--- src/rtl/dds_pkg.sv ---
package dds_pkg;

  // Quarter-wave magnitude, index 0..32, floor(127*sin(2*pi*j/128))
  function automatic logic signed [7:0] quarter_mag(input logic [5:0] j);
    logic signed [7:0] m;
    case (j)
      6'd0:  m = 8'sd0;    6'd1:  m = 8'sd6;    6'd2:  m = 8'sd12;
      6'd3:  m = 8'sd18;   6'd4:  m = 8'sd24;   6'd5:  m = 8'sd30;
      6'd6:  m = 8'sd36;   6'd7:  m = 8'sd42;   6'd8:  m = 8'sd48;
      6'd9:  m = 8'sd54;   6'd10: m = 8'sd59;   6'd11: m = 8'sd65;
      6'd12: m = 8'sd70;   6'd13: m = 8'sd75;   6'd14: m = 8'sd80;
      6'd15: m = 8'sd85;   6'd16: m = 8'sd89;   6'd17: m = 8'sd94;
      6'd18: m = 8'sd98;   6'd19: m = 8'sd102;  6'd20: m = 8'sd105;
      6'd21: m = 8'sd108;  6'd22: m = 8'sd112;  6'd23: m = 8'sd114;
      6'd24: m = 8'sd117;  6'd25: m = 8'sd119;  6'd26: m = 8'sd121;
      6'd27: m = 8'sd123;  6'd28: m = 8'sd124;  6'd29: m = 8'sd125;
      6'd30: m = 8'sd126;  6'd31: m = 8'sd126;  6'd32: m = 8'sd127;
      default: m = 8'sd0;
    endcase
    return m;
  endfunction

  // Full-period entry for a 7-bit index, built from quarter-wave symmetry
  function automatic logic signed [7:0] sine_at(input logic [6:0] a);
    logic [5:0] j;
    logic signed [7:0] m;
    j = a[5] ? (6'd32 - {1'b0, a[4:0]}) : {1'b0, a[4:0]};
    m = quarter_mag(j);
    return a[6] ? -m : m;
  endfunction

endpackage

--- src/rtl/dds_phase_acc.sv ---
module dds_phase_acc #(
  parameter int PW = 10
) (
  input  logic          clk,
  input  logic          rst,
  input  logic [PW-1:0] step,
  output logic [PW-1:0] acc
);
  // Wraps naturally modulo 2^PW
  always_ff @(posedge clk) begin
    if (rst) acc <= '0;
    else     acc <= acc + step;
  end
endmodule

--- src/rtl/dds_sine_rom.sv ---
module dds_sine_rom
  import dds_pkg::*;
#(
  parameter int AW = 7,
  parameter int DW = 8
) (
  input  logic                 clk,
  input  logic                 rst,
  input  logic [AW-1:0]        addr,
  output logic signed [DW-1:0] rd
);
  localparam int DEPTH = 1 << AW;

  logic signed [DW-1:0] rom_q [DEPTH];

  for (genvar g = 0; g < DEPTH; g++) begin : g_fill
    localparam logic [6:0] IDX = 7'(g);
    assign rom_q[g] = DW'(sine_at(IDX));
  end

  // Registered read port, suitable for block memory
  always_ff @(posedge clk) begin
    if (rst) rd <= '0;
    else     rd <= rom_q[addr];
  end
endmodule

--- src/rtl/sine_dds.sv ---
module sine_dds #(
  parameter int PW = 10,
  parameter int AW = 7,
  parameter int SW = 8
) (
  input  logic                 clk,
  input  logic                 rst,
  input  logic [PW-1:0]        tune,
  output logic signed [SW-1:0] sample,
  output logic [PW-1:0]        phase
);
  localparam int DROP = PW - AW;

  logic [AW-1:0] tbl_addr;

  dds_phase_acc #(.PW(PW)) u_acc (
    .clk  (clk),
    .rst  (rst),
    .step (tune),
    .acc  (phase)
  );

  // Phase truncation: discard the DROP least significant bits
  assign tbl_addr = phase[PW-1:DROP];

  dds_sine_rom #(.AW(AW), .DW(SW)) u_rom (
    .clk  (clk),
    .rst  (rst),
    .addr (tbl_addr),
    .rd   (sample)
  );

  // Assertion support: set once a clocked reset has been seen
  logic past_ok = 1'b0;
  always_ff @(posedge clk) if (rst) past_ok <= 1'b1;

  assert_phase_step_R1: assert property (@(posedge clk) disable iff (rst)
    (past_ok && !$past(rst)) |-> (phase == PW'($past(phase) + $past(tune))));

  assert_peak_bound_R5: assert property (@(posedge clk) disable iff (rst)
    past_ok |-> (sample != {1'b1, {(SW-1){1'b0}}}));

  assert_sync_clear_R6: assert property (@(posedge clk) disable iff (rst)
    (past_ok && $past(rst)) |-> (phase == '0 && sample == '0));

  assert_idle_hold_R7: assert property (@(posedge clk) disable iff (rst)
    (past_ok && !$past(rst) && $past(tune) == '0) |-> $stable(phase));
endmodule

--- config.mk ---
export PLATFORM = sky130hd
export DESIGN_NAME = sine_dds
export DESIGN_NICKNAME = d
export VERILOG_FILES = /design/src/rtl/dds_pkg.sv /design/src/rtl/dds_phase_acc.sv /design/src/rtl/dds_sine_rom.sv /design/src/rtl/sine_dds.sv
export SDC_FILE = /design/constraint.sdc
export NUM_CORES = 1
export LEC_CHECK = 0
export ABC_AREA = 1
export BUFFER_PORTS_ARGS = -buffer_cell sky130_fd_sc_hd__buf_2
export CAP_MARGIN = 20
export CORE_MARGIN = 3
export CORE_UTILIZATION = 30
export DETAILED_ROUTE_END_ITERATION = 8
export GPL_ROUTABILITY_DRIVEN = 0
export GPL_TIMING_DRIVEN = 0
export PLACE_DENSITY = 0.53
export SLEW_MARGIN = 20
export SYNTH_ARGS = -nofsm -noshare
export SYNTH_HDL_FRONTEND = slang
export SYNTH_SLANG_ARGS = --single-unit
--- constraint.sdc ---
create_clock -name clk -period 4.2 [get_ports clk]
set_clock_uncertainty 0.15 [all_clocks]
set_input_delay 0.63 -clock clk [delete_from_list [all_inputs] [get_ports clk]]
set_output_delay 0.63 -clock clk [all_outputs]
set_load 0.03 [all_outputs]
==> results_dict.tcl, run 1 <==
set metrics [dict create \
    outcome "complete, no violations" \
    dp_slack_ps 1957 \
    htreeDepth 1 \
    multi_input_area_mm2 0.001543 \
    postCtsSetupBuffers 0 \
    place_inst 484 \
    most-common-layout-cells "139 x nand2_1, 47 x nand3_1, 34 x buf_2" \
    drt-initial-drc-count 194 \
    via_per_inst 4.977 \
    start_util_pct 32.04 \
    switching_share_pct 55.80 \
    peakVddDrop_mv 0.2348 \
    syn_inst 362 \
    fin_ws_ps 1896 \
    rsz0062_at_grt "no" \
    num_vias 2429 \
    antenna_left 0 \
    final_cells 488 \
    final.min_clock_period_ps 2304 \
    fill_cells 762 \
    synth_fp_nets 400 \
    power_frac_seq_pct 18.7 \
    clkSlewWorstSetupHoldPaths_ps 80 \
    antenna_found_initial 0 \
    post-route-drc-count 0 \
    overflow 0 \
    synth.cell_area_mm2 0.002116 \
    fp.dieArea_mm2 0.008096 \
    p_switching_mw 0.8131 \
    worst_setup_path_start_kind "flop" \
    die_height_um 89.98 \
    internal_power_mw 0.6441 \
    worst_pin_slew_ps 558.5 \
    hpwl_um 4935 \
    finalCritPeriodShare_pct 54.85 \
    drt-total-wl_um 6602 \
    core-area_mm2 0.006604 \
    cp_data_arrival_time_ps 2360 \
    yosysWarnings 0 \
    hold_violations 0 \
    nets 434 \
    end_kind "flop" \
    postCtsHoldBufs 0 \
    pwr_density_cell_mw_per_mm2 599.1 \
    combPwrFrac_pct 70.7 \
    die_w_um 89.98 \
    slew_headroom_pct 62.72 \
    pin_count 30 \
    ctsLongestPathBuffers 2 \
    mostFrequentLayoutCell "nand2_1" \
    ys_types 30 \
    final-setup-viol-count 0 \
    drive_gt1_share_pct 14.68 \
    fin_util_pct 36.83 \
    cts_made_buffers 3 \
    ys_ff_latch 18 \
    cap_violations 0 \
    wl_per_cell_um 13.53 \
    seq_area_frac_synth_pct 17.03 \
    power_frac_clock_pct 10.6 \
    power_mw 1.457 \
    grt_usage_pct 16.34 \
    grt_pass1_wl_um 11080 \
    criticalPathCategory "reg2reg" \
    cts_tree "built" \
    ff_latch_area_um2 360.3 \
    syn2layout_area_growth_pct 14.96 \
    r2r_setup_slack_ps 1900 \
    cts.sinks 18 \
    dr.pass1.iters 5 \
    max_freq_mhz 434.1 \
    cts-root-buf "clkbuf_8" \
    worstHoldPathType "reg2reg" \
    grt_pass1_vias 2305 \
    row_count 29 \
    post_cts_resized 0 \
    syn_area_per_cell_um2 5.845 \
    cp_max_fo 10 \
    cp.required_ps 4250 \
    num_antenna_cells 0 \
    io_buffer_count 29 \
    power_leakage_nw 1.323 \
    grt_max_degree 15 \
    finalMaxSlewViolations 0 \
    setup_tns_ps 0 \
    insertion_delay_ps 270 \
]
==> registers in the layout, indices dropped and copies added (netlist names) <==
name       count
u_acc.acc     10
u_rom.rd       8
==> critical path: stages (launching register included) <==
cell and delay (ps):
dfxtp_1 680, inv_2 190, ha_1 410, nand2_1 280, nand3_1 130, nand2_1 90, nand2_1 50, nand3_1 60
nand3_1 70, nand2_1 130
==> worst paths after layout <==
check               start            to  cells past startpoint
min          u_acc.acc[0]  u_acc.acc[0]                      3
max          u_acc.acc[3]   u_rom.rd[3]                      9
min reg2reg  u_acc.acc[0]  u_acc.acc[0]                      3
max reg2reg  u_acc.acc[3]   u_rom.rd[3]                      9
==> final cells by class <==
type | count | area share (%)
buffer | 12 | 3.652
sequential | 18 | 14.81
tap | 93 | 4.784
timing repair buffer | 29 | 5.967
inverter | 33 | 5.093
clock buffer | 4 | 2.263
multi-input combinational | 299 | 63.43
==> power by group through the flow <==
stage / registers, mW / logic, mW / clock network [mW]
global placement: 0.276 / 1.02 / 0
floorplan: 0.380 / 0.656 / 0
global route: 0.281 / 1.15 / 0.167
CTS: 0.272 / 1.02 / 0.162
finish: 0.272 / 1.03 / 0.155
detailed placement: 0.276 / 1.01 / 0
==> cell usage after synthesis <==
master | number | share of area (%)
dfxtp_1 | 18 | 17
and2_1 | 1 | 0.30
inv_2 | 6 | 1.1
o211ai_1 | 3 | 1.1
o21ai_1 | 2 | 0.47
a21oi_1 | 23 | 5.4
xor2_1 | 1 | 0.41
nand4_1 | 5 | 1.5
buf_6 | 3 | 1.6
nor2_2 | 2 | 0.59
o22ai_1 | 1 | 0.30
or2_1 | 2 | 0.59
fa_1 | 1 | 0.95
nor3_2 | 1 | 0.47
nor2_4 | 1 | 0.53
o21a_1 | 1 | 0.35
buf_2 | 5 | 1.2
nand2_1 | 139 | 25
o21ai_0 | 7 | 1.7
a21oi_2 | 2 | 0.83
ha_1 | 25 | 15
nand3_1 | 47 | 11
or2_2 | 1 | 0.30
inv_1 | 26 | 4.6
nor2_1 | 30 | 5.3
clkinv_1 | 1 | 0.18
a31oi_1 | 2 | 0.59
and3_1 | 1 | 0.30
buf_4 | 4 | 1.4
o2111ai_1 | 1 | 0.41
==> metal layers <==
layer	up-vias	global-route usage, %	routed length, µm
met5	-	0	0
met1	1064	21.74	2900
met2	109	27.69	3086
met4	0	4.592	113
met3	15	2.170	502
li1	1241	-	-
==> stage by stage <==
stage / hold slack [ps] / area [µm²]
global placement: 395.0 / 2377
CTS: 425.0 / 2432
floorplan: 551.2 / 2116
global route: 460.4 / 2432
finish: 422.7 / 2432
detailed placement: 410.6 / 2377
==> kinds of logic (layout without fill, tap and decap cells) <==
group                    Yosys count  count (layout)  share of synthesized area [%]
adder cells (fa/ha/maj)           26              26                          15.73
AO/OA/AOI/OAI                     42              42                          11.12
flip-flops                        18              18                          17.03
buffers and inverters             45              78                          10.05
XOR/XNOR                           1               1                         0.4140
AND/OR/NAND/NOR                  230             230                          45.65
Note: power is estimated with default switching activity, not from simulation.
==> run 2: changes to the inputs <==
--- a/config.mk
+++ b/config.mk
@@ -13,7 +13,7 @@
 export DETAILED_ROUTE_END_ITERATION = 8
 export GPL_ROUTABILITY_DRIVEN = 0
 export GPL_TIMING_DRIVEN = 0
-export PLACE_DENSITY = 0.53
+export PLACE_DENSITY = 0.55
 export SLEW_MARGIN = 20
 export SYNTH_ARGS = -nofsm -noshare
 export SYNTH_HDL_FRONTEND = slang
==> constraint.sdc (replaced) <==
create_clock -name clk -period 1.85 [get_ports clk]
set_clock_uncertainty 0.15 [all_clocks]
set_input_delay 0.2775 -clock clk [delete_from_list [all_inputs] [get_ports clk]]
set_output_delay 0.2775 -clock clk [all_outputs]
set_load 0.03 [all_outputs]
==> results_dict.tcl, run 2 (synthesized netlist as in run 1, its figures left out) <==
set metrics [dict create \
    outcome "complete, no violations" \
    num_antenna_cells 0 \
    nets 439 \
    combPwrFrac_pct 72.0 \
    final.min_clock_period_ps 1747 \
    worst_setup_path_start_kind "flop" \
    largest_reg_flops 10 \
    cp_max_fo 14 \
    power_frac_seq_pct 17.8 \
    via_per_inst 5.034 \
    ff_latch_area_um2 371.6 \
    mostFrequentLayoutCell "nand2_1" \
    grt_pass1_wl_um 11050 \
    final-setup-viol-count 0 \
    antenna_found_initial 0 \
    die_height_um 89.98 \
    grt_max_degree 15 \
    start_util_pct 32.04 \
    cp_data_arrival_time_ps 1750 \
    cp.required_ps 1850 \
    end_kind "flop" \
    power_frac_clock_pct 10.1 \
    p_switching_mw 1.902 \
    post-route-drc-count 0 \
    internal_power_mw 1.525 \
    criticalPathCategory "reg2reg" \
    htreeDepth 1 \
    fill_cells 766 \
    cts_made_buffers 3 \
    pwr_density_cell_mw_per_mm2 1354 \
    cts-root-buf "clkbuf_8" \
    core-area_mm2 0.006604 \
    clkSlewWorstSetupHoldPaths_ps 80 \
    row_count 29 \
    hold_violations 0 \
    finalCritPeriodShare_pct 94.44 \
    fin_hold_ws_ps 90.82 \
    ctsLongestPathBuffers 2 \
    slew_headroom_pct 62.59 \
    finalMaxSlewViolations 0 \
    die_w_um 89.98 \
    peakVddDrop_mv 0.4833 \
    cts.sinks 18 \
    dp_slack_ps -198.2 \
    worstHoldPathType "in2reg" \
    io_buffer_count 29 \
    postCtsHoldBufs 0 \
    drt-initial-drc-count 239 \
    worst_pin_slew_ps 559.1 \
    grt_usage_pct 16.46 \
    overflow 0 \
    hpwl_um 4888 \
    pin_count 30 \
    fin_ws_ps 102.8 \
    switching_share_pct 55.50 \
    antenna_left 0 \
    wl_per_cell_um 13.95 \
    grt_pass1_vias 2310 \
    insertion_delay_ps 260 \
    num_vias 2482 \
    largestRegisters "u_acc.acc (10), u_rom.rd (8)" \
    regMostFlops "u_acc.acc" \
    cts_tree "built" \
    syn2layout_area_growth_pct 19.57 \
    max_freq_mhz 572.3 \
    drive_gt1_share_pct 19.00 \
    dr.pass1.iters 5 \
    cap_violations 0 \
    drt-total-wl_um 6879 \
    power_leakage_nw 1.352 \
    most-common-layout-cells "137 x nand2_1, 46 x nand3_1, 35 x buf_2" \
    fp.dieArea_mm2 0.008096 \
    multi_input_area_mm2 0.001592 \
]
[run 2: changes by cell type in the layout (fill, tap and decap cells not counted), moves of 2 or more]
cell / change
nand2_1: -2
buf_4: +4
ha_4: +2
dfxtp_1: -3
nand2_2: +2
dfxtp_4: +3
nor2_1: -2
ha_1: -3
nor2_2: +2
[run 2: final cells by class]
cell class | count | area share [%]
Buffer | 11 | 3.215
Clock buffer | 4 | 2.176
Inverter | 33 | 4.995
Multi-Input combinational cell | 299 | 62.91
Sequential cell | 18 | 14.69
Tap cell | 93 | 4.599
Timing Repair Buffer | 35 | 7.418
[run 2: final timing paths]
path / cells past startpoint / startpoint / endpoint / slack, ps
max: 8 / u_acc.acc[5] / u_rom.rd[3] / 100
min: 2 / rst / u_acc.acc[1] / 90
max reg2reg: 8 / u_acc.acc[5] / u_rom.rd[3] / 100
min reg2reg: 3 / u_acc.acc[0] / u_acc.acc[0] / 440
[run 2: critical path, stage by stage (launching register included)]
cell	delay, ps
dfxtp_4	370
inv_2	50
buf_6	150
ha_1	230
or2_2	300
a21oi_1	130
nand3_1	80
nand3_1	90
nand2_1	80
[run 2: power by group through the flow]
stage | sequential (mW) | combinational [mW] | clock [mW]
5_1_grt | 0.629 | 2.73 | 0.379
4_1_cts | 0.622 | 2.35 | 0.363
3_3_place_gp | 0.633 | 2.32 | 0
2_1_floorplan | 0.867 | 1.49 | 0
3_5_place_dp | 0.635 | 2.29 | 0
6_report | 0.611 | 2.47 | 0.347
[run 2: routing by layer]
layer	share of wire, %	track usage, %	vias to the layer above
met5	0	0	-
li1	-	-	1247
met2	46	27.44	117
met1	45	21.16	1098
met3	6.8	3.172	20
met4	2.4	5.867	0
[run 2: stage by stage]
step	util [%]	TNS, ps	total power, mW	std cells	instance area [µm²]
after floorplan	-	-46.43	2.356	362	2120
after global placement	36.06	-816.5	2.952	484	2381
after detailed placement	36.06	-810.7	2.930	484	2381
after CTS	37.42	0	3.334	489	2471
after global routing	38.31	-41.73	3.739	493	2530
final	38.31	0	3.426	493	2530
[run 2: what timing repair did]
item	in CTS	in global routing
pin swaps	0	1
hold endpoints to repair	0	0
gates resized for setup	7	9
setup endpoints to repair	7	9
buffers inserted	2	4
gates cloned	0	0
==> run 3: changes to the inputs <==
--- a/config.mk
+++ b/config.mk
@@ -8,7 +8,7 @@
 export ABC_AREA = 1
 export BUFFER_PORTS_ARGS = -buffer_cell sky130_fd_sc_hd__buf_2
 export CAP_MARGIN = 20
-export CORE_MARGIN = 3
+export CORE_MARGIN = 4
 export CORE_UTILIZATION = 30
 export DETAILED_ROUTE_END_ITERATION = 8
 export GPL_ROUTABILITY_DRIVEN = 0
==> results_dict.tcl, run 3 (synthesized netlist as in run 1, its figures left out) <==
set metrics [dict create \
    outcome "complete, no violations" \
    overflow 0 \
    io_buffer_count 29 \
    min_path_cells 2 \
    insertion_delay_ps 270 \
    largestRegisters "u_acc.acc (10), u_rom.rd (8)" \
    hold_violations 0 \
    grt_pass1_wl_um 11070 \
    syn2layout_area_growth_pct 19.22 \
    regMostFlops "u_acc.acc" \
    antenna_left 0 \
    cpPeakStageDelay_ps 430 \
    ctsLongestPathBuffers 2 \
    drive_gt1_share_pct 18.30 \
    criticalPathCategory "reg2reg" \
    crit_top_cell "nand2_1" \
    htreeDepth 1 \
    final-setup-viol-count 0 \
    post-route-drc-count 0 \
    path_cells "inv_4, ha_4, inv_1, nand2_2, nand2_1, a21oi_1, nand2_1, nand3_1, nand2_1" \
    fill_cells 796 \
    cts_made_buffers 3 \
    cp_max_fo 13 \
    postCtsHoldBufs 0 \
    worst_setup_path_start_kind "flop" \
    max_freq_mhz 561.8 \
    most-common-layout-cells "137 x nand2_1, 46 x nand3_1, 34 x buf_2" \
    num_antenna_cells 0 \
    slew_headroom_pct 62.63 \
    final_cells 495 \
    peakVddDrop_mv 0.5193 \
    multi_input_area_mm2 0.001584 \
    cp.required_ps 1880 \
    place_inst 487 \
    start_util_pct 30.97 \
    power_leakage_nw 1.352 \
    fin_ws_ps 69.93 \
    nets 438 \
    largest_reg_flops 10 \
    antenna_found_initial 0 \
    pin_count 30 \
    worstHoldPathType "in2reg" \
    grt_max_degree 15 \
    worstReg2RegStart "u_acc.acc[4]" \
    ff_latch_area_um2 372.9 \
    dp_slack_ps -193.8 \
    die_w_um 91.98 \
    clkSlewWorstSetupHoldPaths_ps 80 \
    drt-initial-drc-count 285 \
    fp.dieArea_mm2 0.008460 \
    grt_pass1_vias 2359 \
    pwr_density_cell_mw_per_mm2 1352 \
    row_count 30 \
    power_mw 3.411 \
    worst_pin_slew_ps 558.5 \
    final.min_clock_period_ps 1780 \
    end_kind "flop" \
    grt_usage_pct 16.05 \
    finalMaxSlewViolations 0 \
    r2r_setup_slack_ps 70 \
    mostFrequentLayoutCell "nand2_1" \
    hold_path.startpoint "rst" \
    cts.sinks 18 \
    num_vias 2497 \
    cap_violations 0 \
    cts_tree "built" \
    wl_per_cell_um 13.48 \
    fin_hold_ws_ps 76.46 \
    worstHoldEndpoint "u_acc.acc[1]" \
    reg2reg_to "u_rom.rd[2]" \
    cts-root-buf "clkbuf_8" \
    crit_slowest_cell "dfxtp_4" \
    drt-total-wl_um 6672 \
    reg2regPathDepth 9 \
    cp_data_arrival_time_ps 1810 \
    die_height_um 91.98 \
    dr.pass1.iters 5 \
    hpwl_um 4909 \
    finalCritPeriodShare_pct 96.22 \
    via_per_inst 5.044 \
    core-area_mm2 0.006832 \
]
run 3: per-layer routing:
metal	share of wire (%)	GRT usage, %
met5	0	0
met2	45	25.43
met4	2.5	6.683
met3	9.9	3.774
met1	43	20.81
run 3: how the worst max path moves through the flow:
stage                  from     endpoint  slack, ps  cells past startpoint
2_1_floorplan  u_acc.acc[5]  u_rom.rd[3]        -50                      9
4_1_cts        u_acc.acc[3]  u_rom.rd[5]          9                      8
3_3_place_gp   u_acc.acc[4]  u_rom.rd[2]       -190                      9
5_1_grt        u_acc.acc[4]  u_rom.rd[2]      -0.04                      9
3_5_place_dp   u_acc.acc[4]  u_rom.rd[2]       -190                      9
6_report       u_acc.acc[4]  u_rom.rd[2]         70                      9
run 3: per-stage QoR:
step | cell area [µm²] | utilization, % | setup TNS (ps)
4_1_cts | 2465 | 36.08 | 0
3_5_place_dp | 2385 | 34.91 | -738.2
6_report | 2522 | 36.92 | 0
3_3_place_gp | 2385 | 34.91 | -752.1
2_1_floorplan | 2120 | - | -46.43
5_1_grt | 2522 | 36.92 | -0.03531
run 3: worst max-delay path: cells and delay by family (launching register included):
kind	cells	cell delay, ps
compound gates	1	200
flops	1	430
buf+inv	2	170
fa+ha+maj	1	320
simple gates	5	410
run 3: where the power goes:
part | total, mW | leakage (nW) | switching (mW) | internal (mW)
sequential | 0.616 | 0.152 | 0.0927 | 0.523
clock | 0.366 | 0.0288 | 0.175 | 0.191
combinational | 2.43 | 1.17 | 1.62 | 0.808
run 3: timing repair:
item | 4_1_cts | 5_1_grt
setup buffers | 1 | 4
endpoints found under the setup margin | 7 | 10
cloned | 0 | 0
gates resized for setup | 6 | 7
run 3: final cells by class:
type | instances | area share [%]
plain buffers | 11 | 3.224
clock buffers | 4 | 2.183
inverters | 33 | 5.010
multi-input cells | 299 | 62.80
flip-flops and latches | 18 | 14.78
well taps | 96 | 4.762
repair buffers | 34 | 7.242
